[config.mk]
export PLATFORM = sky130hd
export DESIGN_NAME = psr_mode_unit
export DESIGN_NICKNAME = d
export VERILOG_FILES = /design/src/rtl/psr_pkg.sv /design/src/rtl/psr_exc_arbiter.sv /design/src/rtl/psr_saved_bank.sv /design/src/rtl/psr_mode_unit.sv
export SDC_FILE = /design/constraint.sdc
export NUM_CORES = 1
export LEC_CHECK = 0
export BUFFER_PORTS_ARGS = -buffer_cell sky130_fd_sc_hd__buf_2
export CAP_MARGIN = 20
export CELL_PAD_IN_SITES_DETAIL_PLACEMENT = 0
export CELL_PAD_IN_SITES_GLOBAL_PLACEMENT = 1
export CORE_ASPECT_RATIO = 1.4
export CORE_MARGIN = 2
export CORE_UTILIZATION = 34
export DETAILED_ROUTE_END_ITERATION = 10
export GPL_TIMING_DRIVEN = 0
export PLACE_DENSITY = 0.81
export SLEW_MARGIN = 30
export SYNTH_ARGS = -nofsm -noshare
export SYNTH_HDL_FRONTEND = slang
export SYNTH_SLANG_ARGS = --single-unit
export TNS_END_PERCENT = 10
[constraint.sdc]
create_clock -name clk -period 2.4 [get_ports clk]
set_input_delay 0.12 -clock clk [delete_from_list [all_inputs] [get_ports clk]]
set_output_delay 0.12 -clock clk [all_outputs]
set_load 0.05 [all_outputs]
[src/rtl/psr_pkg.sv]
package psr_pkg;
  localparam int PSR_W       = 32;
  localparam int MODE_W      = 5;
  localparam int NUM_SAVED   = 5;
  localparam int SLOT_W      = $clog2(NUM_SAVED);
  localparam int NUM_REQ     = 5;
  localparam int REQ_SEL_W   = $clog2(NUM_REQ);

  localparam logic [MODE_W-1:0] MODE_USR = 5'b10000;
  localparam logic [MODE_W-1:0] MODE_FIQ = 5'b10001;
  localparam logic [MODE_W-1:0] MODE_IRQ = 5'b10010;
  localparam logic [MODE_W-1:0] MODE_SVC = 5'b10011;
  localparam logic [MODE_W-1:0] MODE_ABT = 5'b10111;
  localparam logic [MODE_W-1:0] MODE_UND = 5'b11011;

  // request slots, slot 0 wins
  localparam logic [REQ_SEL_W-1:0] SLOT_ABT = 3'd0;
  localparam logic [REQ_SEL_W-1:0] SLOT_UND = 3'd1;
  localparam logic [REQ_SEL_W-1:0] SLOT_FIQ = 3'd2;
  localparam logic [REQ_SEL_W-1:0] SLOT_IRQ = 3'd3;

  typedef struct packed {
    logic [3:0]        nzcv;
    logic              irq_off;
    logic              fiq_off;
    logic [MODE_W-1:0] mode;
  } psr_t;

  localparam int PSR_BITS = $bits(psr_t);

  typedef struct packed {
    logic              legal;
    logic              priv;
    logic [SLOT_W-1:0] slot;
  } mode_info_t;

  function automatic mode_info_t decode_mode(input logic [MODE_W-1:0] m);
    mode_info_t r;
    r = '0;
    case (m)
      5'b00000, MODE_USR: r.legal = 1'b1;
      5'b00001, MODE_FIQ: begin r.legal = 1'b1; r.priv = 1'b1; r.slot = SLOT_W'(0); end
      5'b00010, MODE_IRQ: begin r.legal = 1'b1; r.priv = 1'b1; r.slot = SLOT_W'(1); end
      5'b00011, MODE_SVC: begin r.legal = 1'b1; r.priv = 1'b1; r.slot = SLOT_W'(2); end
      MODE_ABT:           begin r.legal = 1'b1; r.priv = 1'b1; r.slot = SLOT_W'(3); end
      MODE_UND:           begin r.legal = 1'b1; r.priv = 1'b1; r.slot = SLOT_W'(4); end
      default:            r = '0;
    endcase
    return r;
  endfunction

  function automatic logic [MODE_W-1:0] req_target(input logic [REQ_SEL_W-1:0] s);
    case (s)
      SLOT_ABT: return MODE_ABT;
      SLOT_UND: return MODE_UND;
      SLOT_FIQ: return MODE_FIQ;
      SLOT_IRQ: return MODE_IRQ;
      default:  return MODE_SVC;
    endcase
  endfunction

  function automatic logic [PSR_W-1:0] psr_word(input psr_t p);
    return {p.nzcv, 20'd0, p.irq_off, p.fiq_off, 1'b0, p.mode};
  endfunction

  function automatic psr_t psr_unpack(input logic [PSR_W-1:0] w);
    psr_t p;
    p.nzcv    = w[31:28];
    p.irq_off = w[7];
    p.fiq_off = w[6];
    p.mode    = w[4:0];
    return p;
  endfunction
endpackage

[src/rtl/psr_exc_arbiter.sv]
module psr_exc_arbiter
  import psr_pkg::*;
#(
  parameter int N_REQ = NUM_REQ
) (
  input  logic [N_REQ-1:0]  req,
  output logic              take,
  output logic [MODE_W-1:0] tgt_mode,
  output logic              tgt_masks_fiq
);
  localparam int SEL_W = (N_REQ > 1) ? $clog2(N_REQ) : 1;

  logic [SEL_W-1:0] sel;

  always_comb begin
    sel = '0;
    for (int k = N_REQ - 1; k >= 0; k--) begin
      if (req[k]) sel = SEL_W'(k);
    end
  end

  assign take          = |req;
  assign tgt_mode      = req_target(REQ_SEL_W'(sel));
  assign tgt_masks_fiq = (REQ_SEL_W'(sel) == SLOT_FIQ);
endmodule

[src/rtl/psr_saved_bank.sv]
module psr_saved_bank #(
  parameter int DEPTH  = 5,
  parameter int WIDTH  = 11,
  localparam int AW    = (DEPTH > 1) ? $clog2(DEPTH) : 1
) (
  input  logic             clk,
  input  logic             rst,
  input  logic             we,
  input  logic [AW-1:0]    waddr,
  input  logic [WIDTH-1:0] wdata,
  input  logic [AW-1:0]    raddr,
  output logic [WIDTH-1:0] rdata
);
  logic [WIDTH-1:0] mem [DEPTH];
  logic [DEPTH-1:0] filled;

  // storage carries no reset so it maps onto distributed RAM
  always_ff @(posedge clk) begin
    if (we) mem[waddr] <= wdata;
  end

  always_ff @(posedge clk) begin
    if (rst) filled <= '0;
    else if (we) filled[waddr] <= 1'b1;
  end

  assign rdata = filled[raddr] ? mem[raddr] : '0;
endmodule

[src/rtl/psr_mode_unit.sv]
module psr_mode_unit
  import psr_pkg::*;
(
  input  logic             clk,
  input  logic             rst,
  input  logic             req_fiq,
  input  logic             req_irq,
  input  logic             req_swi,
  input  logic             req_und,
  input  logic             req_abt,
  input  logic             cur_wr_flags,
  input  logic             cur_wr_ctrl,
  input  logic [31:0]      cur_wr_data,
  input  logic             sav_wr_en,
  input  logic [31:0]      sav_wr_data,
  input  logic             ret_en,
  output logic [31:0]      cur_psr,
  output logic [31:0]      sav_psr,
  output logic [4:0]       cur_mode,
  output logic             is_priv,
  output logic             mode_err
);
  localparam psr_t RESET_PSR = '{nzcv: 4'd0, irq_off: 1'b1, fiq_off: 1'b1, mode: MODE_SVC};

  psr_t       cur_q, cur_d;
  logic       err_q, err_d;
  mode_info_t cur_info, wr_info, sav_info, tgt_info;
  psr_t       wr_p, sav_p, bank_rd, bank_wd;
  logic       bank_we;
  logic [SLOT_W-1:0] bank_wa;

  logic              exc_take;
  logic [MODE_W-1:0] exc_mode;
  logic              exc_fiq;

  psr_exc_arbiter #(.N_REQ(NUM_REQ)) u_arb (
    .req           ({req_swi, req_irq, req_fiq, req_und, req_abt}),
    .take          (exc_take),
    .tgt_mode      (exc_mode),
    .tgt_masks_fiq (exc_fiq)
  );

  psr_saved_bank #(.DEPTH(NUM_SAVED), .WIDTH(PSR_BITS)) u_bank (
    .clk   (clk),
    .rst   (rst),
    .we    (bank_we),
    .waddr (bank_wa),
    .wdata (bank_wd),
    .raddr (cur_info.slot),
    .rdata (bank_rd)
  );

  always_comb begin
    wr_p     = psr_unpack(cur_wr_data);
    sav_p    = psr_unpack(sav_wr_data);
    cur_info = decode_mode(cur_q.mode);
    wr_info  = decode_mode(wr_p.mode);
    sav_info = decode_mode(sav_p.mode);
    tgt_info = decode_mode(exc_mode);
  end

  always_comb begin
    cur_d   = cur_q;
    err_d   = 1'b0;
    bank_we = 1'b0;
    bank_wa = cur_info.slot;
    bank_wd = sav_p;
    if (exc_take) begin
      bank_we       = 1'b1;
      bank_wa       = tgt_info.slot;
      bank_wd       = cur_q;
      cur_d.mode    = exc_mode;
      cur_d.irq_off = 1'b1;
      if (exc_fiq) cur_d.fiq_off = 1'b1;
    end else if (ret_en) begin
      if (cur_info.priv) cur_d = bank_rd;
    end else begin
      if (cur_wr_flags) cur_d.nzcv = wr_p.nzcv;
      if (cur_wr_ctrl && cur_info.priv) begin
        if (wr_info.legal) begin
          cur_d.irq_off = wr_p.irq_off;
          cur_d.fiq_off = wr_p.fiq_off;
          cur_d.mode    = wr_p.mode;
        end else begin
          err_d = 1'b1;
        end
      end
      if (sav_wr_en && cur_info.priv) begin
        if (sav_info.legal) bank_we = 1'b1;
        else                err_d   = 1'b1;
      end
    end
  end

  always_ff @(posedge clk) begin
    if (rst) begin
      cur_q <= RESET_PSR;
      err_q <= 1'b0;
    end else begin
      cur_q <= cur_d;
      err_q <= err_d;
    end
  end

  assign cur_psr  = psr_word(cur_q);
  assign sav_psr  = cur_info.priv ? psr_word(bank_rd) : '0;
  assign cur_mode = cur_q.mode;
  assign is_priv  = cur_info.priv;
  assign mode_err = err_q;
endmodule

==> key figures, run 1 <==
Setup path
  • Classification of the worst setup path: reg -> out
  • Worst Path Required: around 2.3 ns
  • Kind of capture point of the worst setup path: output pin
  • Critical Path Slowest Stage Cell: sky130_fd_sc_hd__mux4_2
  • Arrival time reported for the critical path endpoint: between 2 and 2.5 ns
  • Category of the worst setup path launch point: flop
  • Peak fanout along the critical path: 5
  • Ordered cell list for the critical path: buf_8, or2_4, a21oi_4, mux4_2, a22o_1, and2_4, buf_6
  • Worst path max stage delay: between 0.5 and 0.6 ns

Clock tree
  • Clock root buffer: sky130_fd_sc_hd__clkbuf_16
  • Worst-skew pair later-pin latency: about 0.34 ns
  • Clock transition at the register clock pins on the worst setup and hold paths after CTS: roughly 0.060 ns
  • Clock tree from TritonCTS: done
  • Longest Clk Path Bufs: 2
  • Number of sinks on the clock net: approximately 70
  • Level count of the clock H-tree: 3
  • Number of buffers added by the clock tree synthesis step: 9

Floorplan
  • Boundary Pins: around 150
  • Starting Density: roughly a third
  • Core box area: between 10000 and 15000 um2
  • Total die area: 12600 um2
  • Die Wd: 95.4 um
  • Vertical die dimension: 132 um
  • Std-Cell Rows: 46

STA
  • Maximum clock frequency: just under 400 MHz
  • Share of the cycle needed by the critical path after routing: 107%
  • # setup viols final: between 40 and 50
  • Fin. max-slew vios: 0
  • Setup repair after global routing missed its margin: true
  • Clock tree skew after final layout: approximately 0.0075 ns
  • Worst slew margin relative to its limit: around half
  • Worst-margin pin slew: around 0.74 ns
  • Fin worst setup slack: -0.165 ns
  • Hold_ws: 0.0802 ns
  • Post-layout minimum cycle time: ~2.6 ns
  • Final number of hold-violating endpoints: 0

Placement
  • Placer congestion estimate: between 0.8 and 0.9
  • Count of buffers from port buffering: just over 60
  • Half-perimeter wire length after detailed placement: between 8000 and 9000 um

Yosys
  • Yosys warns: 0
  • Register area share after synthesis: about half
  • Biggest area consumer among synthesized cells: sky130_fd_sc_hd__edfxtp_1
  • Mean instance size in the synthesized netlist: ~11 um2
  • Top FF cell, synth: sky130_fd_sc_hd__edfxtp_1
  • Adder and majority gate portion of the synthesized area: under 10%
  • Count of cell types in the netlist: between 60 and 70
  • Number of storage elements in the synthesis netlist: 72
  • Top cell type's share of synthesized area: between 40% and 50%
  • Top area cells in the synthesized netlist: sky130_fd_sc_hd__edfxtp_1 (41%), sky130_fd_sc_hd__buf_4 (9.1%), sky130_fd_sc_hd__dfxtp_1 (8.6%), sky130_fd_sc_hd__nand2_1 (5.3%), sky130_fd_sc_hd__mux4_2 (2.8%)
  • Largest family of logic cells by synthesized area: compound AO/OA/AOI/OAI gates
  • Fraction of the mapped netlist area in compound gates: 16.8%
  • Synthesized-area fraction occupied by and/or/nand/nor cells: 16.4%
  • Number of enable-type register cells in the synthesized netlist: between 50 and 60
  • Mux cell area share after synthesis: 3.84%
  • Post-synthesis async set-or-reset flop share: 0%
  • Number of cells produced by synthesis: 372
  • Synth Area in XOR/XNOR: 0%
  • Netlist Area Pre-Place: around 4000 um2

Cells and area
  • Ant diodes: 0
  • Utilization of the core after routing: between 40% and 50%
  • Layout cell share with drive strength beyond 1: around two fifths
  • Post-synthesis to final-layout area growth: 38.7%
  • Multi-input gate area: about 1900 um2
  • Count of fill cells added during filler insertion: approximately 1000
  • Net count of the finished layout: around 590
  • Register area: just over 2000 um2

Pwr
  • Power Dens Cells: between 600 and 700 nW/um2
  • Leakage dissipation: roughly 0.0023 uW
  • Peak ir drop on the vdd network: 0.000383 V

Run status
  • Outcome: finished with violations
  • Violations in the final reports: setup timing

Global routing
  • Vias in the first global route: ~3200
  • Maximum number of pins on one net before global-route repair: 13
  • Number of antenna violations at the first check in global routing: 0
  • Global-route usage over all layers: between 10% and 20%
  • Total grt overflow: 0
  • Wire length of the first global-routing pass: 17600 um

Min path
  • Class of the most critical hold timing path: in -> reg

Drt
  • Routed wirelength normalized by instance count: between 15 and 20 um
  • Number of remaining DRC errors: 0
  • Via total after detailed routing: between 3000 and 4000
  • Count of antenna-violating nets left after detailed routing: 0
  • Final routed wirelength across all metal layers: between 10000 and 15000 um
  • Via/cell ratio: 5.05
  • Drt initial violations: roughly 320
  • DRT Pass-1 Iters: 5

Run
  • Max Cap Viol: 0
## stage by stage
| step | setup WS (ns) | area (um2) | setup TNS [ns] | power (uW) | instances |
|---|---|---|---|---|---|
| 4_1_cts | -0.171 | 5440 | -3.17 | 3640 | 658 |
| 5_1_grt | -0.213 | 5520 | -6.56 | 3770 | 662 |
| 3_3_place_gp | -0.457 | 4690 | -25.30 | 2200 | 618 |
| 2_1_floorplan | -0.0844 | 4200 | -0.563 | 2030 | 413 |
| 3_5_place_dp | -0.493 | 4690 | -26.87 | 2200 | 618 |
| 6_report | -0.165 | 5520 | -3.30 | 3650 | 662 |
## where the power goes
| part | internal, uW | total, uW | switching (uW) | leakage (uW) |
|---|---|---|---|---|
| registers | 1410 | 1430 | 26.3 | 0.000627 |
| clock network | 798 | 1290 | 493 | 0.000140 |
| logic | 355 | 930 | 575 | 0.00155 |
## registers in the layout, indices dropped and copies added, names as in the netlist
name,count
cur_mode,5
u_bank.filled,5
mode_err,1
u_bank.mem,55
cur_psr,6
## layout make-up
type                    count  area share (%)
well taps                 144            3.26
plain buffers              62            8.52
repair buffers             89            12.3
clock inverters             6            1.09
clock buffers              10            4.15
multi-input cells         271            33.7
flip-flops and latches     72            36.4
inverters                   8           0.544
## worst max-delay path: cells and delay by family, from the launching register on
family	cells	cell delay, ns
multiplexers	1	0.54
buffers and inverters	2	0.27
flip-flops	1	0.36
AND/OR/NAND/NOR	2	0.41
AO/OA/AOI/OAI	2	0.52
## synthesized netlist by cell type (all sizes together), types with 6 or more instances
cell type and n:
buf 56, nand2 56, edfxtp 55, nor2 25, dfxtp 17, a21oi 14, o21ai 12, nor2b 11
inv 8, and2 7, a31oi 6, clkbuf 6, nand2b 6, o22a 6, o2bb2ai 6
## final timing paths
path | from | endpoint | slack, ns | cells past startpoint
hold reg to reg | u_bank.filled[2]$_SDFFE_PP0N_ | u_bank.filled[2]$_SDFFE_PP0N_ | 0.47 | 1
hold / removal | cur_wr_ctrl | mode_err$_SDFF_PP0_ | 0.08 | 3
setup / recovery | cur_mode[0]$_SDFFE_PP1P_ | sav_psr[1] | -0.16 | 7
setup reg to reg | cur_mode[3]$_SDFFE_PP0P_ | u_bank.mem[1][10]$_DFFE_PP_ | -0.08 | 10
## repair_timing
action | in CTS | in global routing
setup buffers | 23 | 4
pin swaps | 15 | 9
setup endpoints to repair | 78 | 76
hold endpoints to repair | 0 | 0
resized for setup | 49 | 16
hold buffers | 0 | 0
cloned | 1 | 0
## layout by cell type (no fill, tap or decap), types with 5 or more instances in the layout
cell type / n
sky130_fd_sc_hd__nor2_1: 16
sky130_fd_sc_hd__clkbuf_16: 9
sky130_fd_sc_hd__buf_2: 51
sky130_fd_sc_hd__mux4_2: 5
sky130_fd_sc_hd__nand2_1: 56
sky130_fd_sc_hd__nor2b_1: 10
sky130_fd_sc_hd__edfxtp_1: 55
sky130_fd_sc_hd__o211ai_1: 5
sky130_fd_sc_hd__inv_1: 6
sky130_fd_sc_hd__o2bb2ai_1: 5
sky130_fd_sc_hd__a21oi_1: 12
sky130_fd_sc_hd__dfxtp_1: 12
sky130_fd_sc_hd__buf_4: 69
sky130_fd_sc_hd__buf_12: 6
sky130_fd_sc_hd__nand2b_1: 5
sky130_fd_sc_hd__o22a_1: 6
sky130_fd_sc_hd__dfxtp_4: 5
sky130_fd_sc_hd__conb_1: 42
sky130_fd_sc_hd__o21ai_0: 8
sky130_fd_sc_hd__clkbuf_1: 5
sky130_fd_sc_hd__nor2_4: 6
sky130_fd_sc_hd__a31oi_1: 5
sky130_fd_sc_hd__buf_6: 13
## cells by family (layout without fill, tap and decap cells)
logic type | after synthesis | in the layout
other | 1 | 42
multiplexers | 9 | 9
AND/OR/NAND/NOR | 129 | 129
AO/OA/AOI/OAI | 87 | 87
flip-flops | 72 | 72
adder cells (fa/ha/maj) | 4 | 4
buffers and inverters | 70 | 175
## routing by layer
metal | vias up | wire length (um) | share of wire, % | track usage (%)
met1 | 1564 | 4550 | 39 | 22.5
li1 | 1555 | - | - | -
met3 | 45 | 895 | 7.7 | 4.17
met4 | 0 | 703 | 6.0 | 14.6
met5 | - | 0 | 0 | 0
met2 | 179 | 5540 | 47 | 29.6
Power figures use the tool's default switching activity.
==> inputs of run 2 (changes only) <==
Settings changed: TNS_END_PERCENT 10 to not set.
==> run 2 against run 1 <==
The flow still finishes with violations (setup timing). Non-clock buffer count increased by 9. First-iteration DRC count increased by 14%. Die area unchanged. Critical path depth increased by 2. Largest power group unchanged.
==> key figures, run 2 (synthesis results as in run 1) <==
Floorplan
  • Total die area: 12600 um2 (unchanged)
  • Boundary Pins: 146 (unchanged)
  • Starting Density: 34.9% (unchanged)
  • Core box area: 11400 um2 (unchanged)
  • Vertical die dimension: 132 um (unchanged)
  • Die Wd: 95.4 um (unchanged)
  • Std-Cell Rows: 46 (unchanged)

Clock tree
  • Worst-skew pair later-pin latency: 0.33 ns (was 0.34 ns)
  • Number of sinks on the clock net: 72 (unchanged)
  • Longest Clk Path Bufs: 2 (unchanged)
  • Clock transition at the register clock pins on the worst setup and hold paths after CTS: 0.06 ns (about the same)
  • Level count of the clock H-tree: 3 (unchanged)
  • Count of hold buffers inserted by post-cts repair: 0 (unchanged)
  • Number of buffers added by the clock tree synthesis step: 9 (unchanged)
  • Clock tree from TritonCTS: done (unchanged)
  • Clock root buffer: sky130_fd_sc_hd__clkbuf_16 (unchanged)

Placement
  • Half-perimeter wire length after detailed placement: 8220 um (was 8270 um)
  • Placer congestion estimate: 0.851 (was 0.894)
  • Cell area reported after detailed placement: 4700 um2 (was 4690 um2)
  • Count of buffers from port buffering: 61 (unchanged)
  • Inst Count DP: 618 (unchanged)

Cells and area
  • Net count of the finished layout: 602 (was 591)
  • Ant diodes: 0 (unchanged)
  • Most frequent cells in the layout: sky130_fd_sc_hd__buf_4 (75), sky130_fd_sc_hd__nand2_1 (55), sky130_fd_sc_hd__edfxtp_1 (55) (was sky130_fd_sc_hd__buf_4 (69), sky130_fd_sc_hd__nand2_1 (56), sky130_fd_sc_hd__edfxtp_1 (55))
  • Layout cell share with drive strength beyond 1: 43.9% (was 40.3%)
  • Register with the highest flop count: u_bank.mem (unchanged)
  • Count of fill cells added during filler insertion: 996 (was 1018)
  • Utilization of the core after routing: 50.0% (was 48.4%)
  • Number of non-filler instances in the completed layout: 673 (was 662)
  • Largest register FFs: 55 (unchanged)
  • Post-synthesis to final-layout area growth: 43.2% (was 38.7%)
  • Commonest non-fill, non-tap cell in the layout: sky130_fd_sc_hd__buf_4 (unchanged)
  • Finished layout cell area: 5700 um2 (was 5520 um2)

Run
  • Max Cap Viol: 0 (unchanged)

Drt
  • DRT Pass-1 Iters: 5 (unchanged)
  • Drt initial violations: 368 (was 324)
  • Top routing layer used: met4 (unchanged)
  • Via total after detailed routing: 3462 (was 3343)
  • Number of remaining DRC errors: 0 (unchanged)
  • Routed length on met3: 976 um (was 895 um)
  • Routed wirelength normalized by instance count: 18.4 um (was 17.6 um)
  • Final routed wirelength across all metal layers: 12400 um (was 11700 um)
  • Count of antenna-violating nets left after detailed routing: 0 (unchanged)
  • Length of routed wiring on met1: 4850 um (was 4550 um)
  • Via/cell ratio: 5.14 (was 5.05)
  • Routed wl met2: 6160 um (was 5540 um)

Setup path
  • Slack of the worst reg-to-reg path: -0.08 ns (about the same)
  • Arrival time reported for the critical path endpoint: 2.43 ns (was 2.44 ns)
  • Reg-to-reg startpoint: cur_mode[2]$_SDFFE_PP0P_ (was cur_mode[3]$_SDFFE_PP0P_)
  • Category of the worst setup path launch point: flop (unchanged)
  • Worst Path Required: 2.28 ns (about the same)
  • Worst reg2reg path depth: 11 (was 10)
  • Peak fanout along the critical path: 4 (was 5)
  • Classification of the worst setup path: reg -> out (unchanged)
  • Critical register-to-register path endpoint: u_bank.mem[2][10]$_DFFE_PP_ (was u_bank.mem[1][10]$_DFFE_PP_)
  • Kind of capture point of the worst setup path: output pin (unchanged)

Pwr
  • Peak ir drop on the vdd network: 0.000461 V (was 0.000383 V)
  • Total power: 3720 uW (was 3650 uW)
  • Power Dens Cells: 652 nW/um2 (was 662 nW/um2)
  • Leakage dissipation: 0.00237 uW (was 0.00232 uW)

STA
  • Fin worst setup slack: -0.147 ns (was -0.165 ns)
  • Post-layout minimum cycle time: 2.55 ns (was 2.56 ns)
  • Final number of hold-violating endpoints: 0 (unchanged)
  • # setup viols final: 44 (was 45)
  • Worst-margin pin slew: 0.710 ns (was 0.744 ns)
  • Maximum clock frequency: 393 MHz (was 390 MHz)
  • Worst slew margin relative to its limit: 52.6% (was 50.4%)
  • Fin. max-slew vios: 0 (unchanged)
  • Setup repair after global routing missed its margin: true (unchanged)
  • Final total negative setup slack: -2.44 ns (was -3.30 ns)
  • Clock tree skew after final layout: 0.00680 ns (was 0.00752 ns)
  • Share of the cycle needed by the critical path after routing: 106% (was 107%)

Min path
  • Worst hold path startpoint: cur_wr_ctrl (unchanged)
  • Sink of the worst hold path: mode_err$_SDFF_PP0_ (unchanged)
  • Instance count along the most critical hold path: 3 (unchanged)
  • Class of the most critical hold timing path: in -> reg (unchanged)

Global routing
  • Total grt overflow: 0 (unchanged)
  • Number of antenna violations at the first check in global routing: 0 (unchanged)
  • Global-route usage over all layers: 19.3% (was 19.1%)
  • Vias in the first global route: 3242 (was 3207)
  • Wire length of the first global-routing pass: 18100 um (was 17600 um)
  • Maximum number of pins on one net before global-route repair: 14 (was 13)

Run status
  • Violations in the final reports: setup timing (unchanged)
  • Outcome: finished with violations (unchanged)
==> run 2: changes by cell type in the layout (fill, tap and decap cells not counted), sizes merged <==
cell,previous run,this run
clkinvlp,1,2
nor2,25,27
clkbuf,16,15
buf,144,155
bufbuf,1,0
inv,8,7
==> run 2: worst max-delay path, stage by stage (launching register included) <==
cell                        delay (ns)
sky130_fd_sc_hd__dfxtp_4          0.36
sky130_fd_sc_hd__buf_6            0.12
sky130_fd_sc_hd__or4b_4           0.55
sky130_fd_sc_hd__o2bb2ai_4        0.16
sky130_fd_sc_hd__o32ai_4          0.12
sky130_fd_sc_hd__o311ai_4         0.14
sky130_fd_sc_hd__buf_4            0.19
sky130_fd_sc_hd__a22o_1           0.17
sky130_fd_sc_hd__and2_4           0.16
sky130_fd_sc_hd__buf_8            0.14
==> run 2: area by class of cell <==
cell class                 count  area, um2  area share (%)
sequential                    72       2010            35.3
multi-input combinational    273       1950            34.2
timing repair buffer          99        764            13.4
buffer                        61        470            8.25
clock buffer                  10        229            4.02
tap                          144        180            3.16
clock inverter                 6       61.3            1.08
inverter                       8       33.8           0.593
==> run 2: worst max path at each step <==
stage	startpoint	depth (start not counted)	endpoint
floorplan	cur_mode[0]$_SDFFE_PP1P_	7	sav_psr[28]
global placement	cur_mode[0]$_SDFFE_PP1P_	5	u_bank.mem[2][10]$_DFFE_PP_
detailed placement	req_irq	8	u_bank.mem[0][3]$_DFFE_PP_
CTS	cur_mode[0]$_SDFFE_PP1P_	9	sav_psr[1]
global route	cur_mode[2]$_SDFFE_PP0P_	9	sav_psr[1]
finish	cur_mode[2]$_SDFFE_PP0P_	9	sav_psr[1]
==> run 2: repair_timing <==
| item | in CTS | in global routing |
|---|---|---|
| pin swaps | 24 | 15 |
| endpoints found under the setup margin | 76 | 77 |
| setup buffers | 30 | 9 |
| resized for setup | 57 | 34 |
| gates cloned | 3 | 0 |
==> run 2: where the power goes <==
group | switching, uW | internal (uW)
logic | 601 | 370
clock network | 509 | 800
registers | 28.6 | 1410
total | 1140 | 2580
==> run 2: through the flow <==
step | hold slack [ns] | worst slack, ns
detailed placement | 0.456 | -0.540
global placement | 0.454 | -0.455
global route | 0.152 | -0.213
floorplan | 0.208 | -0.0567
finish | 0.128 | -0.147
CTS | 0.135 | -0.143
==> run 2: per-layer routing <==
layer | global-route usage (%) | up-vias
met1 | 24.3 | 1661
met2 | 32.4 | 191
li1 | - | 1580
met3 | 2.92 | 30
met4 | 8.49 | 0
met5 | 0 | -
